==> src/rtl/irq_sticky_pkg.sv <==
package irq_sticky_pkg;
  localparam int REG_W = 32;

  localparam logic [7:0] OFS_STATUS = 8'h30;
  localparam logic [7:0] OFS_ENABLE = 8'h34;
  localparam logic [7:0] OFS_CLEAR  = 8'h38;

  localparam int B_TX_TRIG  = 0;
  localparam int B_TX_EMPTY = 1;
  localparam int B_TX_HALF  = 2;
  localparam int B_TX_FULL  = 3;
  localparam int B_RX_TRIG  = 5;
  localparam int B_RX_WORD  = 6;
  localparam int B_RX_HALF  = 7;
  localparam int B_RX_FULL  = 8;
  localparam int B_DONE     = 9;
  localparam int B_RX_BYTE  = 11;
  localparam int B_ACC_ERR  = 12;

  localparam logic [REG_W-1:0] IMPL_MASK =
      (REG_W'(1) << B_TX_TRIG) | (REG_W'(1) << B_TX_EMPTY) |
      (REG_W'(1) << B_TX_HALF) | (REG_W'(1) << B_TX_FULL)  |
      (REG_W'(1) << B_RX_TRIG) | (REG_W'(1) << B_RX_WORD)  |
      (REG_W'(1) << B_RX_HALF) | (REG_W'(1) << B_RX_FULL)  |
      (REG_W'(1) << B_DONE)    | (REG_W'(1) << B_RX_BYTE)  |
      (REG_W'(1) << B_ACC_ERR);

  typedef enum logic [1:0] {
    SEL_NONE,
    SEL_STATUS,
    SEL_ENABLE,
    SEL_CLEAR
  } reg_sel_e;
endpackage

==> src/rtl/irq_src_map.sv <==
module irq_src_map
  import irq_sticky_pkg::*;
(
  input  logic             tx_trig_i,
  input  logic             tx_empty_i,
  input  logic             tx_half_i,
  input  logic             tx_full_i,
  input  logic             rx_trig_i,
  input  logic             rx_word_i,
  input  logic             rx_half_i,
  input  logic             rx_full_i,
  input  logic             done_i,
  input  logic             rx_byte_i,
  input  logic             tx_push_i,
  input  logic             rx_pop_i,
  input  logic             rx_empty_i,
  output logic [REG_W-1:0] evt_o
);
  logic acc_err;

  // push into full tx, or pop from empty rx
  assign acc_err = (tx_push_i & tx_full_i) | (rx_pop_i & rx_empty_i);

  always_comb begin
    evt_o             = '0;
    evt_o[B_TX_TRIG]  = tx_trig_i;
    evt_o[B_TX_EMPTY] = tx_empty_i;
    evt_o[B_TX_HALF]  = tx_half_i;
    evt_o[B_TX_FULL]  = tx_full_i;
    evt_o[B_RX_TRIG]  = rx_trig_i;
    evt_o[B_RX_WORD]  = rx_word_i;
    evt_o[B_RX_HALF]  = rx_half_i;
    evt_o[B_RX_FULL]  = rx_full_i;
    evt_o[B_DONE]     = done_i;
    evt_o[B_RX_BYTE]  = rx_byte_i;
    evt_o[B_ACC_ERR]  = acc_err;
  end
endmodule

==> src/rtl/irq_status_bank.sv <==
module irq_status_bank #(
  parameter int W = 32
) (
  input  logic         clk_i,
  input  logic         rst_ni,
  input  logic [W-1:0] evt_i,
  input  logic [W-1:0] clr_i,
  output logic [W-1:0] status_o
);
  for (genvar i = 0; i < W; i++) begin : g_bit
    logic bit_q;
    always_ff @(posedge clk_i or negedge rst_ni) begin
      if (!rst_ni)       bit_q <= 1'b0;
      else if (evt_i[i]) bit_q <= 1'b1;  // set beats clear
      else if (clr_i[i]) bit_q <= 1'b0;
    end
    assign status_o[i] = bit_q;
  end
endmodule

==> src/rtl/irq_reg_if.sv <==
module irq_reg_if
  import irq_sticky_pkg::*;
#(
  parameter int ADDR_W = 8
) (
  input  logic              clk_i,
  input  logic              rst_ni,
  input  logic              req_i,
  input  logic              we_i,
  input  logic [ADDR_W-1:0] addr_i,
  input  logic [REG_W-1:0]  wdata_i,
  input  logic [REG_W-1:0]  status_i,
  output logic [REG_W-1:0]  enable_o,
  output logic [REG_W-1:0]  clr_o,
  output logic [REG_W-1:0]  rdata_o,
  output logic              rvalid_o
);
  reg_sel_e         sel;
  logic [REG_W-1:0] enable_q, rdata_q, rdata_d;
  logic             rvalid_q;

  always_comb begin
    if (addr_i == ADDR_W'(OFS_STATUS))      sel = SEL_STATUS;
    else if (addr_i == ADDR_W'(OFS_ENABLE)) sel = SEL_ENABLE;
    else if (addr_i == ADDR_W'(OFS_CLEAR))  sel = SEL_CLEAR;
    else                                    sel = SEL_NONE;
  end

  assign clr_o = (req_i && we_i && sel == SEL_CLEAR) ? wdata_i : '0;

  always_comb begin
    unique case (sel)
      SEL_STATUS: rdata_d = status_i;
      SEL_ENABLE: rdata_d = enable_q;
      default:    rdata_d = '0;
    endcase
  end

  always_ff @(posedge clk_i or negedge rst_ni) begin
    if (!rst_ni) begin
      enable_q <= '0;
      rdata_q  <= '0;
      rvalid_q <= 1'b0;
    end else begin
      rvalid_q <= req_i & ~we_i;
      if (req_i && !we_i) rdata_q <= rdata_d;
      if (req_i && we_i && sel == SEL_ENABLE) enable_q <= wdata_i & IMPL_MASK;
    end
  end

  assign enable_o = enable_q;
  assign rdata_o  = rdata_q;
  assign rvalid_o = rvalid_q;
endmodule

==> src/rtl/irq_sticky_top.sv <==
module irq_sticky_top
  import irq_sticky_pkg::*;
#(
  parameter int ADDR_W = 8
) (
  input  logic              clk_i,
  input  logic              rst_ni,
  input  logic              req_i,
  input  logic              we_i,
  input  logic [ADDR_W-1:0] addr_i,
  input  logic [31:0]       wdata_i,
  output logic [31:0]       rdata_o,
  output logic              rvalid_o,
  input  logic              tx_trig_i,
  input  logic              tx_empty_i,
  input  logic              tx_half_i,
  input  logic              tx_full_i,
  input  logic              rx_trig_i,
  input  logic              rx_word_i,
  input  logic              rx_half_i,
  input  logic              rx_full_i,
  input  logic              done_i,
  input  logic              rx_byte_i,
  input  logic              tx_push_i,
  input  logic              rx_pop_i,
  input  logic              rx_empty_i,
  output logic              irq_o
);
  logic [REG_W-1:0] evt_w, clr_w, status_w, enable_w;

  irq_src_map u_map (
    .tx_trig_i (tx_trig_i),
    .tx_empty_i(tx_empty_i),
    .tx_half_i (tx_half_i),
    .tx_full_i (tx_full_i),
    .rx_trig_i (rx_trig_i),
    .rx_word_i (rx_word_i),
    .rx_half_i (rx_half_i),
    .rx_full_i (rx_full_i),
    .done_i    (done_i),
    .rx_byte_i (rx_byte_i),
    .tx_push_i (tx_push_i),
    .rx_pop_i  (rx_pop_i),
    .rx_empty_i(rx_empty_i),
    .evt_o     (evt_w)
  );

  irq_status_bank #(.W(REG_W)) u_bank (
    .clk_i   (clk_i),
    .rst_ni  (rst_ni),
    .evt_i   (evt_w),
    .clr_i   (clr_w),
    .status_o(status_w)
  );

  irq_reg_if #(.ADDR_W(ADDR_W)) u_regs (
    .clk_i   (clk_i),
    .rst_ni  (rst_ni),
    .req_i   (req_i),
    .we_i    (we_i),
    .addr_i  (addr_i),
    .wdata_i (wdata_i),
    .status_i(status_w),
    .enable_o(enable_w),
    .clr_o   (clr_w),
    .rdata_o (rdata_o),
    .rvalid_o(rvalid_o)
  );

  assign irq_o = |(status_w & enable_w);
endmodule

==> config.mk <==
export PLATFORM = sky130hd
export DESIGN_NAME = irq_sticky_top
export DESIGN_NICKNAME = d
export VERILOG_FILES = /design/src/rtl/irq_sticky_pkg.sv /design/src/rtl/irq_src_map.sv /design/src/rtl/irq_status_bank.sv /design/src/rtl/irq_reg_if.sv /design/src/rtl/irq_sticky_top.sv
export SDC_FILE = /design/constraint.sdc
export NUM_CORES = 1
export LEC_CHECK = 0
export BUFFER_PORTS_ARGS = -buffer_cell sky130_fd_sc_hd__buf_4
export CELL_PAD_IN_SITES_DETAIL_PLACEMENT = 1
export CELL_PAD_IN_SITES_GLOBAL_PLACEMENT = 1
export CORE_ASPECT_RATIO = 1.75
export CORE_MARGIN = 1
export CORE_UTILIZATION = 35
export CTS_CLUSTER_SIZE = 14
export DETAILED_ROUTE_END_ITERATION = 8
export PLACE_DENSITY = 0.94
export SYNTH_ARGS = -nofsm -noshare
export SYNTH_HDL_FRONTEND = slang
export SYNTH_SLANG_ARGS = --single-unit
==> constraint.sdc <==
create_clock -name clk_i -period 2.33 [get_ports clk_i]
set_input_delay 0.1165 -clock clk_i [delete_from_list [all_inputs] [get_ports clk_i]]
set_output_delay 0.1165 -clock clk_i [all_outputs]
set_load 0.02 [all_outputs]
==> impl_metrics.py, run 1 <==
metrics = {
    "detailed_routing": {
        "route.antenna.remaining_nets": 0,
        "routedWlPerCell_um": 14.0,
        "drt_iter0_drc": 6,
        "route.vias.total": 1260,
        "drt-pass1-iter-count": 4,
        "avgViaCountPerCell": 4.86,
        "totalWireLength_um": 3630,
        "drc": 0,
    },
    "finish": {
        "final_area_um2": 2140,
        "final_common_cell": "sky130_fd_sc_hd__buf_4",
        "syn_to_final_growth_pct": 24.8,
        "antenna_cells_inserted": 0,
        "fin_cells": 259,
        "final_net_count": 263,
        "mostFrequentLayoutCells": "sky130_fd_sc_hd__buf_4, sky130_fd_sc_hd__dfrtp_1, sky130_fd_sc_hd__conb_1, sky130_fd_sc_hd__nand2_1, sky130_fd_sc_hd__inv_1",
        "drive_gt1_frac": 0.338,
    },
    "sta": {
        "final.setup_skew_ns": 0.00767,
        "relSlewSlack": 0.500,
        "grt_setup_unrepaired": "no",
        "tns_ns": 0,
        "timing.final.ws_setup_ns": 0.586,
        "worst_slew_pin_slew_ns": 0.750,
        "report.final.slew_viol_count": 0,
        "maximum_clock_rate_mhz": 573,
        "hold_viol_final": 0,
        "report.final.setup_viol": 0,
        "final_period_minus_worst_setup_slack_ns": 1.74,
        "fin_crit_sh": 0.749,
    },
    "pwr": {
        "power_mw": 1.21,
        "worst_ir_drop_vdd_mv": 0.390,
        "switching_power_uw": 306,
        "sw_frac_of_total": 0.253,
        "p_int_uw": 905,
        "power_per_cell_area_nw_per_um2": 566,
        "clkPwrFrac": 0.368,
        "share_seq_of_total_power": 0.498,
        "leakage_power_figure_nw": 1.10,
        "share_comb_of_total_power": 0.134,
    },
    "clock_network": {
        "clkLatencyLatePin_ns": 0.28,
        "numClockSinks": 34,
        "resized_cells_post_cts": 0,
        "numCtsBuffers": 5,
        "cts.reportedPaths.clkPinSlew_ns": 0.07,
        "cts_root_buf": "sky130_fd_sc_hd__clkbuf_8",
        "cts_buffer_depth": 2,
        "htree_num_levels": 2,
        "tritoncts_clock_tree": "done",
        "cts_post_setup_buffers_inserted": 0,
    },
    "critical_path": {
        "worst-endpoint-arrival_ns": 1.63,
        "r2r_slack_ns": 1.51,
        "required_ns": 2.21,
        "cp-start-kind": "flop",
        "worstPathMaxFanout": 3,
        "critical_path_class": "reg -> out",
        "end_kind": "output pin",
    },
    "die": {
        "die_y_um": 94.5,
        "initial_utilization": 0.364,
        "fp.dieW_um": 54.9,
        "floorplan.io_pins": 91,
        "std_cell_rows": 33,
        "die_area_um2": 5190,
        "core_area_um2": 4710,
    },
    "global_routing": {
        "grt_antenna_before_repair": 0,
        "grt_overflow_total": 0,
        "grt_pass1_wl_um": 6080,
        "first_global_vias": 1299,
        "grtUsageTotal": 0.165,
        "maximum_number_of_pins_on_one_net_before_global_route_repair": 35,
    },
    "placement": {
        "place_inst": 250,
        "detailed_place_hpwl_um": 2940,
        "buffer_ports.inserted": 48,
        "gpl.final_weighted_congestion": 0.722,
        "postPlaceCellArea_um2": 2030,
        "post-place-ws_ns": 0.408,
    },
    "status": {
        "run_status": "finished clean",
    },
    "flow_run": {
        "maxcap_viol_count": 0,
    },
    "synth": {
        "yosys_register_bits": 34,
        "postSynthAreaPerCell_um2": 11.0,
        "synthDistinctLibCells": 26,
        "synthesis.instances": 156,
        "ys_seq_area_frac": 0.497,
        "yosysWarnings": 0,
        "synthesis.area_um2": 1710,
    },
    "worst_hold_path": {
        "worstHoldPathType": "in -> reg",
    },
}
[state kept, by name, indices dropped and copies added, names as in the netlist]
register            flops
u_bank.g_bit.bit_q     11
u_regs.enable_o        11
u_regs.rdata_o         11
u_regs.rvalid_o         1
[final timing paths]
check / start / to / cells after the start
max: u_bank.g_bit[7].bit_q / irq_o / 5
min: wdata_i[2] / u_bank.g_bit[2].bit_q / 2
max reg2reg: u_regs.enable_o[2] / u_regs.rdata_o[2] / 2
min reg2reg: u_regs.rdata_o[12] / u_regs.rdata_o[12] / 2
max in group asynchronous: rst_ni / u_bank.g_bit[7].bit_q / 2
min in group asynchronous: rst_ni / u_regs.rdata_o[5] / 2
[synth_stat cells]
cell                        number  area [um2]
sky130_fd_sc_hd__dfrtp_1        34         851
sky130_fd_sc_hd__buf_4          21         158
sky130_fd_sc_hd__nand2_1        13        48.8
sky130_fd_sc_hd__inv_1          12        45.0
sky130_fd_sc_hd__a31oi_1        11        68.8
sky130_fd_sc_hd__mux2i_1        11         110
sky130_fd_sc_hd__nor2_1         11        41.3
sky130_fd_sc_hd__o31ai_1        11        82.6
sky130_fd_sc_hd__mux2_4         10         150
sky130_fd_sc_hd__clkbuf_1        4        15.0
sky130_fd_sc_hd__a22oi_1         3        22.5
sky130_fd_sc_hd__a221oi_1        1        8.76
sky130_fd_sc_hd__a222oi_1        1        10.0
sky130_fd_sc_hd__a22o_1          1        8.76
sky130_fd_sc_hd__and3_1          1        6.26
sky130_fd_sc_hd__buf_1           1        3.75
sky130_fd_sc_hd__buf_6           1        11.3
sky130_fd_sc_hd__conb_1          1        3.75
sky130_fd_sc_hd__mux2_2          1        11.3
sky130_fd_sc_hd__nand2b_1        1        6.26
sky130_fd_sc_hd__nand3_1         1        5.00
sky130_fd_sc_hd__nand4bb_1       1        11.3
sky130_fd_sc_hd__nor2b_1         1        6.26
sky130_fd_sc_hd__nor3_1          1        5.00
sky130_fd_sc_hd__or3_4           1        11.3
sky130_fd_sc_hd__or4_4           1        11.3
[final cells by class]
type	count	area (um2)
Inverter	12	45.0
Sequential cell	34	851
Fill cell	561	2570
Clock inverter	2	12.5
Multi-Input combinational cell	103	704
Clock buffer	6	82.6
Tap cell	52	65.1
Timing Repair Buffer	50	378
[critical path, cell delays in order (launching register included)]
cell,delay (ns)
sky130_fd_sc_hd__dfrtp_1,0.39
sky130_fd_sc_hd__a22o_1,0.24
sky130_fd_sc_hd__a221oi_1,0.24
sky130_fd_sc_hd__and3_1,0.22
sky130_fd_sc_hd__nand2_1,0.08
sky130_fd_sc_hd__buf_4,0.18
[metal layers]
layer,GRT usage,wire (um)
met3,0.0370,192
met4,0.0684,65
met1,0.175,1320
met5,0,0
met2,0.294,2050
[cells by family (layout without fill, tap and decap cells)]
kind of cell,Yosys count,count (layout),share of synthesized area
buf+inv,39,70,0.136
flops,34,34,0.497
simple gates,32,32,0.0891
compound gates,28,28,0.118
mux,22,22,0.159
other cells,1,21,0.00219
[metrics by stage]
step,hold slack (ns),util
after floorplan,-0.179,-
after global placement,0.0822,0.432
after detailed placement,0.0843,0.432
after CTS,0.00837,0.454
after global routing,0.00708,0.454
final,0.0141,0.454
[repair_timing]
item,4_1_cts,5_1_grt
hold buffers,1,0
setup endpoints to repair,0,0
endpoints found under the hold margin,34,0
[power groups by stage]
stage          sequential, mW  clock [mW]  combinational (mW)
6_report                0.603       0.446               0.162
3_5_place_dp            0.614           0               0.163
2_1_floorplan           0.614           0               0.106
3_3_place_gp            0.613           0               0.158
5_1_grt                 0.603       0.483               0.178
4_1_cts                 0.602       0.463               0.165
Power figures use the tool's default switching activity.
==> run 2: changes to the inputs <==
Settings changed: CORE_UTILIZATION 35 to 29, PLACE_DENSITY 0.94 to 0.84.
Clock period 2.33 ns to 1.6 ns, I/O delays scaled along.
==> run 2 against run 1 <==
Net effect:
- the flow now finishes with violations (negative setup slack)
- hold slack improved by 0.034 ns
- critical endpoint unchanged
- first-iteration DRC count rose to 4.0 times the previous value
- clock power rose by 78%
- clock skew barely moved
- sequential power rose by 45%
- cell count rose by 16%
- worst setup slack got worse by 0.66 ns
- non-clock buffer count rose by 18
- wire length rose by 8.6%
- combinational power rose by 69%
- total power rose by 61%
==> impl_metrics.py, run 2 (synthesized netlist as in run 1, its figures left out) <==
metrics = {
    "status": {
        "run_status": "complete, but fails checks",
        "failed_checks": "negative setup slack",
    },
    "worst_hold_path": {
        "worstHoldStart": "done_i",
        "worst_hold_path.num_cells": 3,
        "worstHoldEndpoint": "u_bank.g_bit[9].bit_q",
        "worstHoldPathType": "in -> reg",
    },
    "placement": {
        "post-place-ws_ns": -0.133,
        "detailed_place_hpwl_um": 3020,
        "buffer_ports.inserted": 48,
        "gpl.final_weighted_congestion": 0.744,
        "place_inst": 278,
    },
    "die": {
        "floorplan.io_pins": 91,
        "die_y_um": 104,
        "std_cell_rows": 36,
        "fp.dieW_um": 60.1,
        "die_area_um2": 6230,
        "core_area_um2": 5630,
        "initial_utilization": 0.304,
    },
    "critical_path": {
        "r2r_slack_ns": 0.58,
        "timing.critical_path.cells": "a22o_1 -> a221oi_2 -> and3_1 -> nand2_2 -> buf_6",
        "worstPathMaxFanout": 2,
        "timing.critical_path.max_delay_family": "compound AO/OA/AOI/OAI gates",
        "cp_slowest_cell": "sky130_fd_sc_hd__dfrtp_1",
        "end_kind": "output pin",
        "cp-start-kind": "flop",
        "reg2reg_from": "u_regs.enable_o[7]",
        "critical-path-max-stage-delay_ns": 0.40,
        "cp_num_buf_inv": 1,
        "rr_endpoint": "u_regs.enable_o[7]",
        "worst-endpoint-arrival_ns": 1.60,
        "critical_path_class": "reg -> out",
        "required_ns": 1.52,
        "worstRegToRegCells": 3,
    },
    "detailed_routing": {
        "drt_iter0_drc": 24,
        "totalWireLength_um": 3940,
        "route.antenna.remaining_nets": 0,
        "avgViaCountPerCell": 4.44,
        "routedWlPerCell_um": 13.1,
        "route.vias.total": 1333,
        "drc": 0,
        "drt-pass1-iter-count": 4,
    },
    "sta": {
        "report.final.slew_viol_count": 0,
        "maximum_clock_rate_mhz": 597,
        "hold_ws_ns": 0.0485,
        "final.setup_skew_ns": 0.00731,
        "timing.final.ws_setup_ns": -0.0761,
        "grt_setup_unrepaired": "yes",
        "tns_ns": -0.0761,
        "hold_viol_final": 0,
        "fin_crit_sh": 1.05,
        "final_period_minus_worst_setup_slack_ns": 1.68,
        "report.final.setup_viol": 1,
    },
    "pwr": {
        "leakage_power_figure_nw": 1.19,
        "power_mw": 1.94,
        "power_per_cell_area_nw_per_um2": 823,
        "worst_ir_drop_vdd_mv": 0.312,
    },
    "clock_network": {
        "numCtsBuffers": 5,
        "htree_num_levels": 2,
        "numClockSinks": 34,
        "cts_root_buf": "sky130_fd_sc_hd__clkbuf_8",
        "clkLatencyLatePin_ns": 0.28,
        "cts.reportedPaths.clkPinSlew_ns": 0.07,
        "cts_buffer_depth": 2,
        "tritoncts_clock_tree": "done",
    },
    "finish": {
        "final_common_cell": "sky130_fd_sc_hd__buf_4",
        "final_net_count": 281,
        "syn_to_final_growth_pct": 37.8,
        "num-fill-cells": 644,
        "fin_cells": 300,
        "mostFrequentLayoutCells": "sky130_fd_sc_hd__buf_4, sky130_fd_sc_hd__dfrtp_1, sky130_fd_sc_hd__conb_1",
        "antenna_cells_inserted": 0,
        "drive_gt1_frac": 0.348,
    },
    "global_routing": {
        "maximum_number_of_pins_on_one_net_before_global_route_repair": 35,
        "grt_antenna_before_repair": 0,
        "grtUsageTotal": 0.133,
        "grt_overflow_total": 0,
        "grt_pass1_wl_um": 6210,
        "first_global_vias": 1362,
    },
    "flow_run": {
        "maxcap_viol_count": 0,
    },
}
==> run 2: cell types whose count changed in the layout (fill, tap and decap cells not counted), sizes merged <==
cell	change
buf	+7
bufinv	+1
clkinv	-1
clkinvlp	-1
dlygate4sd3	+11
==> run 2: final cells by class <==
cell class / instances / area [um2] / area share
clock buffers: 6 / 82.6 / 0.0350
flip-flops and latches: 34 / 851 / 0.360
multi-input cells: 103 / 713 / 0.302
well taps: 76 / 95.1 / 0.0403
inverters: 12 / 45.0 / 0.0191
repair buffers: 68 / 544 / 0.231
clock inverters: 1 / 30.0 / 0.0127
==> run 2: worst register-to-register path, delay by kind of cell, from the launching register on <==
family	cells	cell delay, ns
buf+inv	2	0.27
mux	1	0.25
flops	1	0.40
==> run 2: stage by stage <==
stage	area, um2	utilization
floorplan	1790	-
global placement	2090	0.372
detailed placement	2090	0.372
CTS	2350	0.418
global route	2360	0.419
finish	2360	0.419
==> run 2: layer usage <==
metal	track usage	vias to the layer above	wire length [um]	share of wire
li1	-	635	-	-
met3	0.0225	8	192	0.049
met1	0.142	637	1490	0.38
met4	0.0748	0	127	0.032
met2	0.234	53	2130	0.54
met5	0	-	0	0
==> run 2: power by group <==
part	switching [mW]	internal, mW	leakage, nW	total (mW)
combinational	0.143	0.131	0.716	0.274
sequential	0.00764	0.870	0.415	0.877
clock	0.294	0.498	0.0573	0.792
==> run 2: worst max path at each step <==
| stage | from | to | slack, ns | depth (start not counted) |
|---|---|---|---|---|
| after floorplan | addr_i[6] | u_regs.enable_o[0] | -0.006 | 5 |
| after global placement | addr_i[6] | u_regs.enable_o[5] | -0.1 | 5 |
| after detailed placement | addr_i[6] | u_regs.enable_o[8] | -0.13 | 5 |
| after CTS | u_regs.enable_o[7] | irq_o | -0.07 | 5 |
| after global routing | u_regs.enable_o[7] | irq_o | -0.13 | 5 |
| final | u_regs.enable_o[7] | irq_o | -0.08 | 5 |
==> run 2: what timing repair did <==
item | 4_1_cts | 5_1_grt
hold endpoints to repair | 45 | 0
gates resized for setup | 3 | 0
setup buffers | 2 | 1
endpoints found under the setup margin | 1 | 1
pin swaps | 2 | 1
hold buffers | 12 | 0
